### config.mk
export PLATFORM = sky130hd
export DESIGN_NAME = sg_coalescer
export DESIGN_NICKNAME = d
export VERILOG_FILES = /design/src/rtl/sgc_pkg.sv /design/src/rtl/sgc_slot_track.sv /design/src/rtl/sgc_merge_unit.sv /design/src/rtl/sg_coalescer.sv
export SDC_FILE = /design/constraint.sdc
export NUM_CORES = 2
export LEC_CHECK = 0
export ABC_AREA = 1
export BUFFER_PORTS_ARGS = -buffer_cell sky130_fd_sc_hd__buf_2
export CELL_PAD_IN_SITES_DETAIL_PLACEMENT = 1
export CELL_PAD_IN_SITES_GLOBAL_PLACEMENT = 1
export CORE_MARGIN = 5
export CORE_UTILIZATION = 35
export DETAILED_ROUTE_END_ITERATION = 6
export GPL_ROUTABILITY_DRIVEN = 0
export PLACE_DENSITY = 0.7
export SLEW_MARGIN = 0
export SYNTH_ARGS = -nofsm -noshare
export SYNTH_HDL_FRONTEND = slang
export SYNTH_SLANG_ARGS = --single-unit
### constraint.sdc
create_clock -name clk -period 42.5 [get_ports clk]
set_clock_uncertainty 0.1 [all_clocks]
set_input_delay 2.125 -clock clk [delete_from_list [all_inputs] [get_ports clk]]
set_output_delay 2.125 -clock clk [all_outputs]
set_load 0.05 [all_outputs]
### src/rtl/sgc_pkg.sv
package sgc_pkg;

    typedef enum logic [1:0] {
        ST_IDLE  = 2'd0,
        ST_RUN   = 2'd1,
        ST_FLUSH = 2'd2
    } sgc_state_t;

    localparam logic [2:0] DESC_KIND_DATA = 3'd1;
    localparam int         KIND_LSB       = 29;
    localparam int         TTYPE_LSB      = 19;

    typedef struct packed {
        logic [31:0] w0;
        logic [31:0] w1;
        logic [63:0] raddr;
        logic [63:0] buf_addr;
    } bd_open_t;

    function automatic logic [31:0] make_word0(input logic [3:0] tt, input logic [15:0] dst);
        logic [31:0] w;
        w = '0;
        w[KIND_LSB +: 3]  = DESC_KIND_DATA;
        w[TTYPE_LSB +: 4] = tt;
        w[15:0]           = dst;
        return w;
    endfunction

    function automatic logic [31:0] make_word1(input logic [1:0] lo);
        return {lo, 30'd0};
    endfunction

endpackage

### src/rtl/sgc_slot_track.sv
module sgc_slot_track #(
    parameter int N      = 128,
    parameter int CNT_W  = 32,
    parameter int SLOT_W = $clog2(N + 1)
) (
    input  logic              clk,
    input  logic              rst,
    input  logic              load,
    input  logic [CNT_W-1:0]  pend_cnt,
    input  logic [CNT_W-1:0]  rd_cnt,
    input  logic              adv,
    output logic [SLOT_W-1:0] slot,
    output logic [SLOT_W-1:0] rd_slot,
    output logic [CNT_W-1:0]  added
);
    localparam logic [CNT_W-1:0]  RING_LEN = CNT_W'(N + 1);
    localparam logic [SLOT_W-1:0] LINK     = SLOT_W'(N);
    localparam logic [SLOT_W-1:0] LAST_DAT = SLOT_W'(N - 1);

    logic [SLOT_W-1:0] start_slot;
    logic [SLOT_W-1:0] rd_mod;

    always_comb begin
        start_slot = SLOT_W'(pend_cnt % RING_LEN);
        rd_mod     = SLOT_W'(rd_cnt % RING_LEN);
    end

    always_ff @(posedge clk) begin
        if (rst) begin
            slot    <= '0;
            rd_slot <= '0;
            added   <= '0;
        end else if (load) begin
            rd_slot <= rd_mod;
            if (start_slot == LINK) begin
                slot  <= '0;
                added <= CNT_W'(1);
            end else begin
                slot  <= start_slot;
                added <= '0;
            end
        end else if (adv) begin
            if (slot == LAST_DAT) begin
                slot  <= '0;
                added <= added + CNT_W'(2);
            end else begin
                slot  <= slot + SLOT_W'(1);
                added <= added + CNT_W'(1);
            end
        end
    end
endmodule

### src/rtl/sgc_merge_unit.sv
module sgc_merge_unit #(
    parameter int LEN_W     = 26,
    parameter int MAX_BYTES = 67108863
) (
    input  logic             have_open,
    input  logic [63:0]      next_addr,
    input  logic [LEN_W-1:0] bcount,
    input  logic [63:0]      ent_addr,
    input  logic [LEN_W-1:0] ent_len,
    output logic             too_big,
    output logic             merge
);
    localparam logic [LEN_W:0] CAP = (LEN_W + 1)'(MAX_BYTES);

    logic [LEN_W:0] sum;

    always_comb begin
        sum     = {1'b0, bcount} + {1'b0, ent_len};
        too_big = {1'b0, ent_len} > CAP;
        merge   = have_open && (ent_addr == next_addr) && (sum <= CAP);
    end
endmodule

### src/rtl/sg_coalescer.sv
module sg_coalescer
    import sgc_pkg::*;
#(
    parameter int N         = 128,
    parameter int LEN_W     = 26,
    parameter int MAX_BYTES = 67108863,
    parameter int CNT_W     = 32,
    parameter int SLOT_W    = $clog2(N + 1)
) (
    input  logic              clk,
    input  logic              rst,
    input  logic              start,
    input  logic [CNT_W-1:0]  pend_cnt,
    input  logic [CNT_W-1:0]  rd_cnt,
    input  logic [CNT_W-1:0]  sg_len,
    input  logic [63:0]       raddr_in,
    input  logic [15:0]       dest_id,
    input  logic [3:0]        ttype,
    input  logic              ent_valid,
    output logic              ent_ready,
    input  logic [63:0]       ent_addr,
    input  logic [LEN_W-1:0]  ent_len,
    input  logic              ent_last,
    output logic              op_valid,
    output logic [SLOT_W-1:0] op_slot,
    output logic [31:0]       op_word0,
    output logic [31:0]       op_word1,
    output logic [63:0]       op_raddr,
    output logic [63:0]       op_buf,
    output logic              cl_valid,
    output logic [SLOT_W-1:0] cl_slot,
    output logic [LEN_W-1:0]  cl_count,
    output logic              busy,
    output logic              done,
    output logic              done_err,
    output logic              done_full,
    output logic [CNT_W-1:0]  done_added,
    output logic [CNT_W-1:0]  done_left
);
    sgc_state_t        st;
    logic [CNT_W-1:0]  ent_idx;
    logic [CNT_W-1:0]  list_len;
    logic [63:0]       raddr;
    logic [63:0]       next_addr;
    logic [LEN_W-1:0]  bcount;
    logic              have_open;
    logic [SLOT_W-1:0] open_slot;
    logic [15:0]       dst_q;
    logic [3:0]        tt_q;
    bd_open_t          bd_next;

    logic [SLOT_W-1:0] slot;
    logic [SLOT_W-1:0] rd_slot;
    logic [CNT_W-1:0]  added;
    logic              too_big;
    logic              merge;

    logic in_run, err_hit, acc_merge, new_req, stop_full, do_open, close_prev, accept, load;

    sgc_merge_unit #(.LEN_W(LEN_W), .MAX_BYTES(MAX_BYTES)) u_merge (
        .have_open (have_open),
        .next_addr (next_addr),
        .bcount    (bcount),
        .ent_addr  (ent_addr),
        .ent_len   (ent_len),
        .too_big   (too_big),
        .merge     (merge)
    );

    sgc_slot_track #(.N(N), .CNT_W(CNT_W), .SLOT_W(SLOT_W)) u_ring (
        .clk      (clk),
        .rst      (rst),
        .load     (load),
        .pend_cnt (pend_cnt),
        .rd_cnt   (rd_cnt),
        .adv      (do_open),
        .slot     (slot),
        .rd_slot  (rd_slot),
        .added    (added)
    );

    always_comb begin
        load       = (st == ST_IDLE) && start;
        in_run     = (st == ST_RUN);
        err_hit    = in_run && ent_valid && too_big;
        acc_merge  = in_run && ent_valid && !too_big && merge;
        new_req    = in_run && ent_valid && !too_big && !merge;
        stop_full  = new_req && (ent_idx != '0) && (slot == rd_slot);
        do_open    = new_req && !stop_full;
        close_prev = new_req && have_open;
        accept     = acc_merge || do_open;
        ent_ready  = in_run && !too_big && !stop_full;
        busy       = (st != ST_IDLE);

        bd_next.w0       = make_word0(tt_q, dst_q);
        bd_next.w1       = make_word1(raddr[1:0]);
        bd_next.raddr    = raddr >> 2;
        bd_next.buf_addr = ent_addr;
    end

    always_ff @(posedge clk) begin
        if (rst) begin
            st         <= ST_IDLE;
            ent_idx    <= '0;
            list_len   <= '0;
            raddr      <= '0;
            next_addr  <= '0;
            bcount     <= '0;
            have_open  <= 1'b0;
            open_slot  <= '0;
            dst_q      <= '0;
            tt_q       <= '0;
            op_valid   <= 1'b0;
            op_slot    <= '0;
            op_word0   <= '0;
            op_word1   <= '0;
            op_raddr   <= '0;
            op_buf     <= '0;
            cl_valid   <= 1'b0;
            cl_slot    <= '0;
            cl_count   <= '0;
            done       <= 1'b0;
            done_err   <= 1'b0;
            done_full  <= 1'b0;
            done_added <= '0;
            done_left  <= '0;
        end else begin
            op_valid <= 1'b0;
            cl_valid <= 1'b0;
            done     <= 1'b0;
            unique case (st)
                ST_IDLE: begin
                    if (start) begin
                        st        <= ST_RUN;
                        ent_idx   <= '0;
                        list_len  <= sg_len;
                        raddr     <= raddr_in;
                        have_open <= 1'b0;
                        bcount    <= '0;
                        dst_q     <= dest_id;
                        tt_q      <= ttype;
                    end
                end
                ST_RUN: begin
                    if (err_hit) begin
                        st         <= ST_IDLE;
                        done       <= 1'b1;
                        done_err   <= 1'b1;
                        done_full  <= 1'b0;
                        done_added <= '0;
                        done_left  <= list_len - ent_idx;
                    end
                    if (close_prev) begin
                        cl_valid <= 1'b1;
                        cl_slot  <= open_slot;
                        cl_count <= bcount;
                    end
                    if (stop_full) begin
                        st         <= ST_IDLE;
                        done       <= 1'b1;
                        done_err   <= 1'b0;
                        done_full  <= 1'b1;
                        done_added <= added;
                        done_left  <= list_len - ent_idx;
                    end
                    if (accept) begin
                        raddr     <= raddr + 64'(ent_len);
                        next_addr <= ent_addr + 64'(ent_len);
                        ent_idx   <= ent_idx + CNT_W'(1);
                        if (acc_merge) begin
                            bcount <= bcount + ent_len;
                        end else begin
                            bcount    <= ent_len;
                            open_slot <= slot;
                            have_open <= 1'b1;
                            op_valid  <= 1'b1;
                            op_slot   <= slot;
                            op_word0  <= bd_next.w0;
                            op_word1  <= bd_next.w1;
                            op_raddr  <= bd_next.raddr;
                            op_buf    <= bd_next.buf_addr;
                        end
                        if (ent_last) st <= ST_FLUSH;
                    end
                end
                ST_FLUSH: begin
                    st         <= ST_IDLE;
                    cl_valid   <= 1'b1;
                    cl_slot    <= open_slot;
                    cl_count   <= bcount;
                    have_open  <= 1'b0;
                    done       <= 1'b1;
                    done_err   <= 1'b0;
                    done_full  <= 1'b0;
                    done_added <= added;
                    done_left  <= '0;
                end
                default: st <= ST_IDLE;
            endcase
        end
    end
endmodule

Word level (Yosys, flattened, before mapping)
Index checks and enable logic that the tools add are counted.

word-level totals
  register bits after elaboration = 549
  input port bits = 275
  word-level logic and storage cells = 125

cells by class
  add/sub/neg operators = 9
  div/mod/pow operators = 2
  magnitude comparators = 1
  equal/unequal tests = 11
  muxes and demuxes = 44
  bitwise logic cells = 3
  reductions and logical operators = 29

operator list
  cell                                                              count
  2-to-1 mux 32 bit                                                 7
  one-hot mux 32 bit (2 select lines)                               3
  adder 64 x 26 -> 64 bit                                           2
  2-to-1 mux 64 bit                                                 2
  one-hot mux 64 bit (2 select lines)                               1
  2-to-1 mux 26 bit                                                 4
  one-hot mux 26 bit (2 select lines)                               2
  adder 32 x 1 -> 32 bit, second input constant                     2
  == test 64 bit                                                    1
  remainder unit 32 x 8 -> 32 bit, second input constant            2
  2-to-1 mux 8 bit                                                  5
  adder 32 x 2 -> 32 bit, second input constant                     1
  nonzero test 32 bit                                               1
  subtractor 32 bit                                                 1
  adder 26 x 26 -> 27 bit                                           1
  less-or-equal comparator 27 x 26 -> 1 bit, second input constant  1
  adder 26 bit                                                      1
  one-hot mux 8 bit (2 select lines)                                1
  logical AND 1 bit                                                 11
  2-to-1 mux 1 bit                                                  9
  adder 8 x 1 -> 8 bit, second input constant                       1
  == test 8 x 7 -> 1 bit, second input constant                     1
  == test 8 bit                                                     1
  == test 8 bit, second input constant                              1
  18 further kinds                                                  37

Depth between registers and ports, before layout
  depth after elaboration = 12
  gate-level depth with buffers = 187
  gate-level depth less buffers = 181

Modules after synthesis
Synthesis repeated with hierarchy kept, for this count alone.

unflattened totals
  cell total of the unflattened synthesis = 8415
  area total of the unflattened synthesis = 50074.3 um2

by module, submodules not included
  module          times used  cells each  area an instance (um2)
  sg_coalescer    1           4748        30023.8
  sgc_slot_track  1           3266        18211.2
  sgc_merge_unit  1           401         1839.3

Least setup slack after synthesis
OpenSTA, ideal clock, no wires.

  path kind = input to register
  start point = in pend_cnt[24]
  end point = reg u_ring.added[0]
  arrival = 18319 ps
  data required time = 42344 ps
  slack = 24025 ps
  stages = 165
  cell sequence = buf_6 > clkinv_1 > nand2_1 > nor2_1 > nand2_1 > nand3_1 > nand2_2 > nor2_1 > nor2_4 > nand2_2 > nand2_4 > nand2_4 > nand2_2 > nand2_2 > nand2_2 > nor2_2 > nand3_2 > nand2_4 > [... 129 more ...] > nand2_2 > nand2_2 > inv_1 > ha_1 > nand3_1 > nor2_2 > nand3_2 > nand2_4 > nand2_8 > nand2_1 > nand2_2 > inv_2 > nand2_1 > nor2_2 > nand3_1 > nand3_1 > nand2_1 > inv_1

between the ends
  longest elaborated chain between the ends = 4

ends and longest elaborated chain
  element                          RTL line              source
  start, declared                  sg_coalescer.sv:13    input logic [CNT_W-1:0] pend_cnt,
  remainder unit 32 x 8 -> 32 bit  sgc_slot_track.sv:24  start_slot = SLOT_W'(pend_cnt % RING_LEN);
  == test 8 bit                    sgc_slot_track.sv:35  if (start_slot == LINK) begin
  2-to-1 mux 1 bit                 sgc_slot_track.sv:35
  2-to-1 mux 32 bit                sgc_slot_track.sv:33  end else if (load) begin
  end signal, assigned             sgc_slot_track.sv:45  added <= added + CNT_W'(2);
  end signal, assigned             sgc_slot_track.sv:48  added <= added + CNT_W'(1);
  end, declared                    sgc_slot_track.sv:14  output logic [CNT_W-1:0] added

No other way between the ends.
A chain may end at the register's enable or synchronous reset.

Worst setup path in the final report
  start point = in pend_cnt[29]
  end point = reg u_ring.slot[7]

between the ends
  longest elaborated chain between the ends = 4

ends and longest elaborated chain
  element                            RTL line              source
  remainder unit 32 x 8 -> 32 bit *  sgc_slot_track.sv:24
  == test 8 bit                      sgc_slot_track.sv:35
  2-to-1 mux 8 bit *                 sgc_slot_track.sv:35
  2-to-1 mux 8 bit *                 sgc_slot_track.sv:33
  end signal, assigned               sgc_slot_track.sv:39  slot <= start_slot;
  end signal, assigned               sgc_slot_track.sv:47  slot <= slot + SLOT_W'(1);
  end, declared                      sgc_slot_track.sv:12  output logic [SLOT_W-1:0] slot,

Mark *: on every way between the ends. The rest lies on a longest branch, timed or not.

==> metrics.txt <==
Row Count=129; maxcap violations=0; CP Max Fanout=12; post-synthesis async set-or-reset flop share=0; CP Data Arrival Time=21,550 ps; CTS tree=done; Detailed Route WL=156 mm; # DRC=0; crit start category=input pin; Die Span X=364 um; CP endpoint kind=register; Critical Path Max Stage Delay=300 ps; clock buffer depth=3; share of cells above drive strength 1=0.221; Seq/Total Area, Yosys=0.251; later-pin clock latency in the skew report=660 ps; area delta synth->final=14.3%; Clock Pin Slew Worst Setup and Hold Paths=60 ps; routed length on met3=7.22 mm; Synth area leaders=dfxtp_1, nand2_1, inv_1, a21oi_1, nand3_1; setup bufs post-CTS=0; critical path class=in -> reg; RSZ-0062 raised after global routing=false; top_reg_cell synth=dfxtp_1; chip height=364 um; hold-fix buffers at CTS=0; post-route ant nets=0; Post-synth EDFFs=0; setup tns final=0 ps; HPWL Detailed=122 mm; IO Count=580; wl on met1=69.1 mm; iteration count of the initial detailed-routing pass=5; gr ovfl total=0; commonest non-fill, non-tap cell in the layout=nand2_1; Top delay family on crit path=simple AND/OR/NAND/NOR gates; nets=7,339; most frequent cell on the critical path=nand2_2; cts repair resizes=0; Critical-path top delay cell=a21oi_4; Rel. slew slack=0.179; Hold Vio Cnt, Final=0; total number of vias=44,440; initial DRC count=2,027; CTS Sinks=548; pin count of the biggest net entering global routing=143; GRT Total Usage=0.227; CTS HTree Levels=3; Core Region=124,000 um^2; Hold WC Path Type=reg -> reg; critical path launch point=pend_cnt[29]; Die ar.=132,000 um^2; Synth Register Bits=548; Yosys top cell area share=0.251; initial antenna violation count=35; Setup violations, final=0; metal2 WL=75.2 mm; outcome=complete, no violations; Warnings, synthesis=0; Initial Util=0.353; mean post-synth cell area=6.74 um^2; most frequent cells in the layout=nand2_1, inv_1, dfxtp_1; Min Clock Period, post-route=21,130 ps; Worst Path Required=42,920 ps; area leader, netlist=dfxtp_1; Final period util=0.497; wire length per cell=18.1 um; post-synthesis cell area=43,800 um^2; vias in the first global route=45,206; Cells after Synth=6,496; Slew @ Worst Pin=1220 ps; DR top layer=met5; fmax=0.0473 GHz; Final Max Tran Viols=0; Distinct cells, synth=93; IO Port Bufs=535; vias per cell=5.14; CTS root buffer=clkbuf_16; first-pass GRT wire length=246 mm; Hold Path Origin=done_added[14]$_SDFFE_PP0P_; CTS Buf Count=67; R2R Path Start=raddr[0]$_SDFFE_PP0P_; worst path bufs/invs=11
==> cell type report <==
cell class / count / area, um^2
Multi-Input combinational cell: 5026 / 28900
Antenna cell: 15 / 37.5
Timing Repair Buffer: 559 / 2870
Inverter: 732 / 2840
Tap cell: 1637 / 2050
Clock buffer: 94 / 1980
Fill cell: 16230 / 74000
Sequential cell: 548 / 11000
Clock inverter: 27 / 364
==> metal layers <==
layer / track usage / vias up
li1: - / 22210
met1: 0.283 / 21209
met2: 0.400 / 767
met3: 0.0406 / 234
met4: 0.0693 / 20
met5: 0 / -
==> tightest hold or removal path, stage by stage (launching register included) <==
cell and delay (ps):
dfxtp_1 300, nand2_1 60, a21oi_1 50
==> Yosys cell counts, drive strengths merged, types with 3 or more instances <==
| master | instances |
|---|---|
| bufinv | 3 |
| o22ai | 10 |
| or2 | 30 |
| a21o | 8 |
| nand2 | 1802 |
| o21ai | 427 |
| o31ai | 4 |
| o211ai | 22 |
| inv | 703 |
| a21oi | 510 |
| o21a | 13 |
| nor4 | 42 |
| a31oi | 57 |
| nand3b | 27 |
| o211a | 5 |
| a22oi | 11 |
| ha | 126 |
| buf | 66 |
| nand4 | 119 |
| o21bai | 17 |
| nand3 | 536 |
| nor3 | 109 |
| nor3b | 3 |
| clkinv | 26 |
| a211oi | 35 |
| a221oi | 15 |
| a21boi | 7 |
| and2 | 6 |
| a22o | 51 |
| xnor2 | 75 |
| fa | 4 |
| xor2 | 239 |
| dfxtp | 548 |
| clkbuf | 164 |
| nor2 | 653 |
==> through the flow <==
step / instance area [um^2] / std cells / util / worst slack, ps / hold slack (ps)
4_1_cts: 50000 / 8623 / 0.403 / 21240 / 359
3_5_place_dp: 47600 / 8502 / 0.384 / 20580 / 351
5_1_grt: 50000 / 8633 / 0.403 / 19260 / 380
2_1_floorplan: 43900 / 6539 / - / 24030 / 340
3_3_place_gp: 47600 / 8502 / 0.384 / 21000 / 344
6_report: 50000 / 8638 / 0.403 / 21370 / 360
==> final timing paths <==
kind / to / slack [ps] / cells after the start
max: u_ring.slot[7]$_SDFFE_PP0P_ / 21370 / 160
max reg2reg: raddr[60]$_SDFFE_PP0P_ / 35320 / 44
min: done_added[14]$_SDFFE_PP0P_ / 360 / 2
min reg2reg: done_added[14]$_SDFFE_PP0P_ / 360 / 2
==> state kept, by name (all words and copies together) (netlist names), 8 cells and up <==
| signal | flops |
|---|---|
| next_addr | 64 |
| op_buf | 64 |
| raddr | 64 |
| op_raddr | 62 |
| done_added | 32 |
| done_left | 32 |
| ent_idx | 32 |
| list_len | 32 |
| u_ring.added | 32 |
| bcount | 26 |
| cl_count | 26 |
| op_word0 | 21 |
| dst_q | 16 |
| cl_slot | 8 |
| open_slot | 8 |
| u_ring.rd_slot | 8 |
| u_ring.slot | 8 |
==> kinds of logic (layout without fill, tap and decap cells) <==
group / count (synthesis) / in the layout / synth area share
simple gates: 3331 / 3331 / 0.391
compound gates: 1206 / 1206 / 0.162
buf+inv: 965 / 1412 / 0.0938
flops: 548 / 548 / 0.251
xor+xnor: 314 / 314 / 0.0646
fa+ha+maj: 130 / 130 / 0.0379
other cells: 1 / 59 / 0.0000857
mux: 1 / 1 / 0.000229
Power is not shown: default switching activity piles up to over one toggle a cycle in this logic, so the estimate is an artifact.
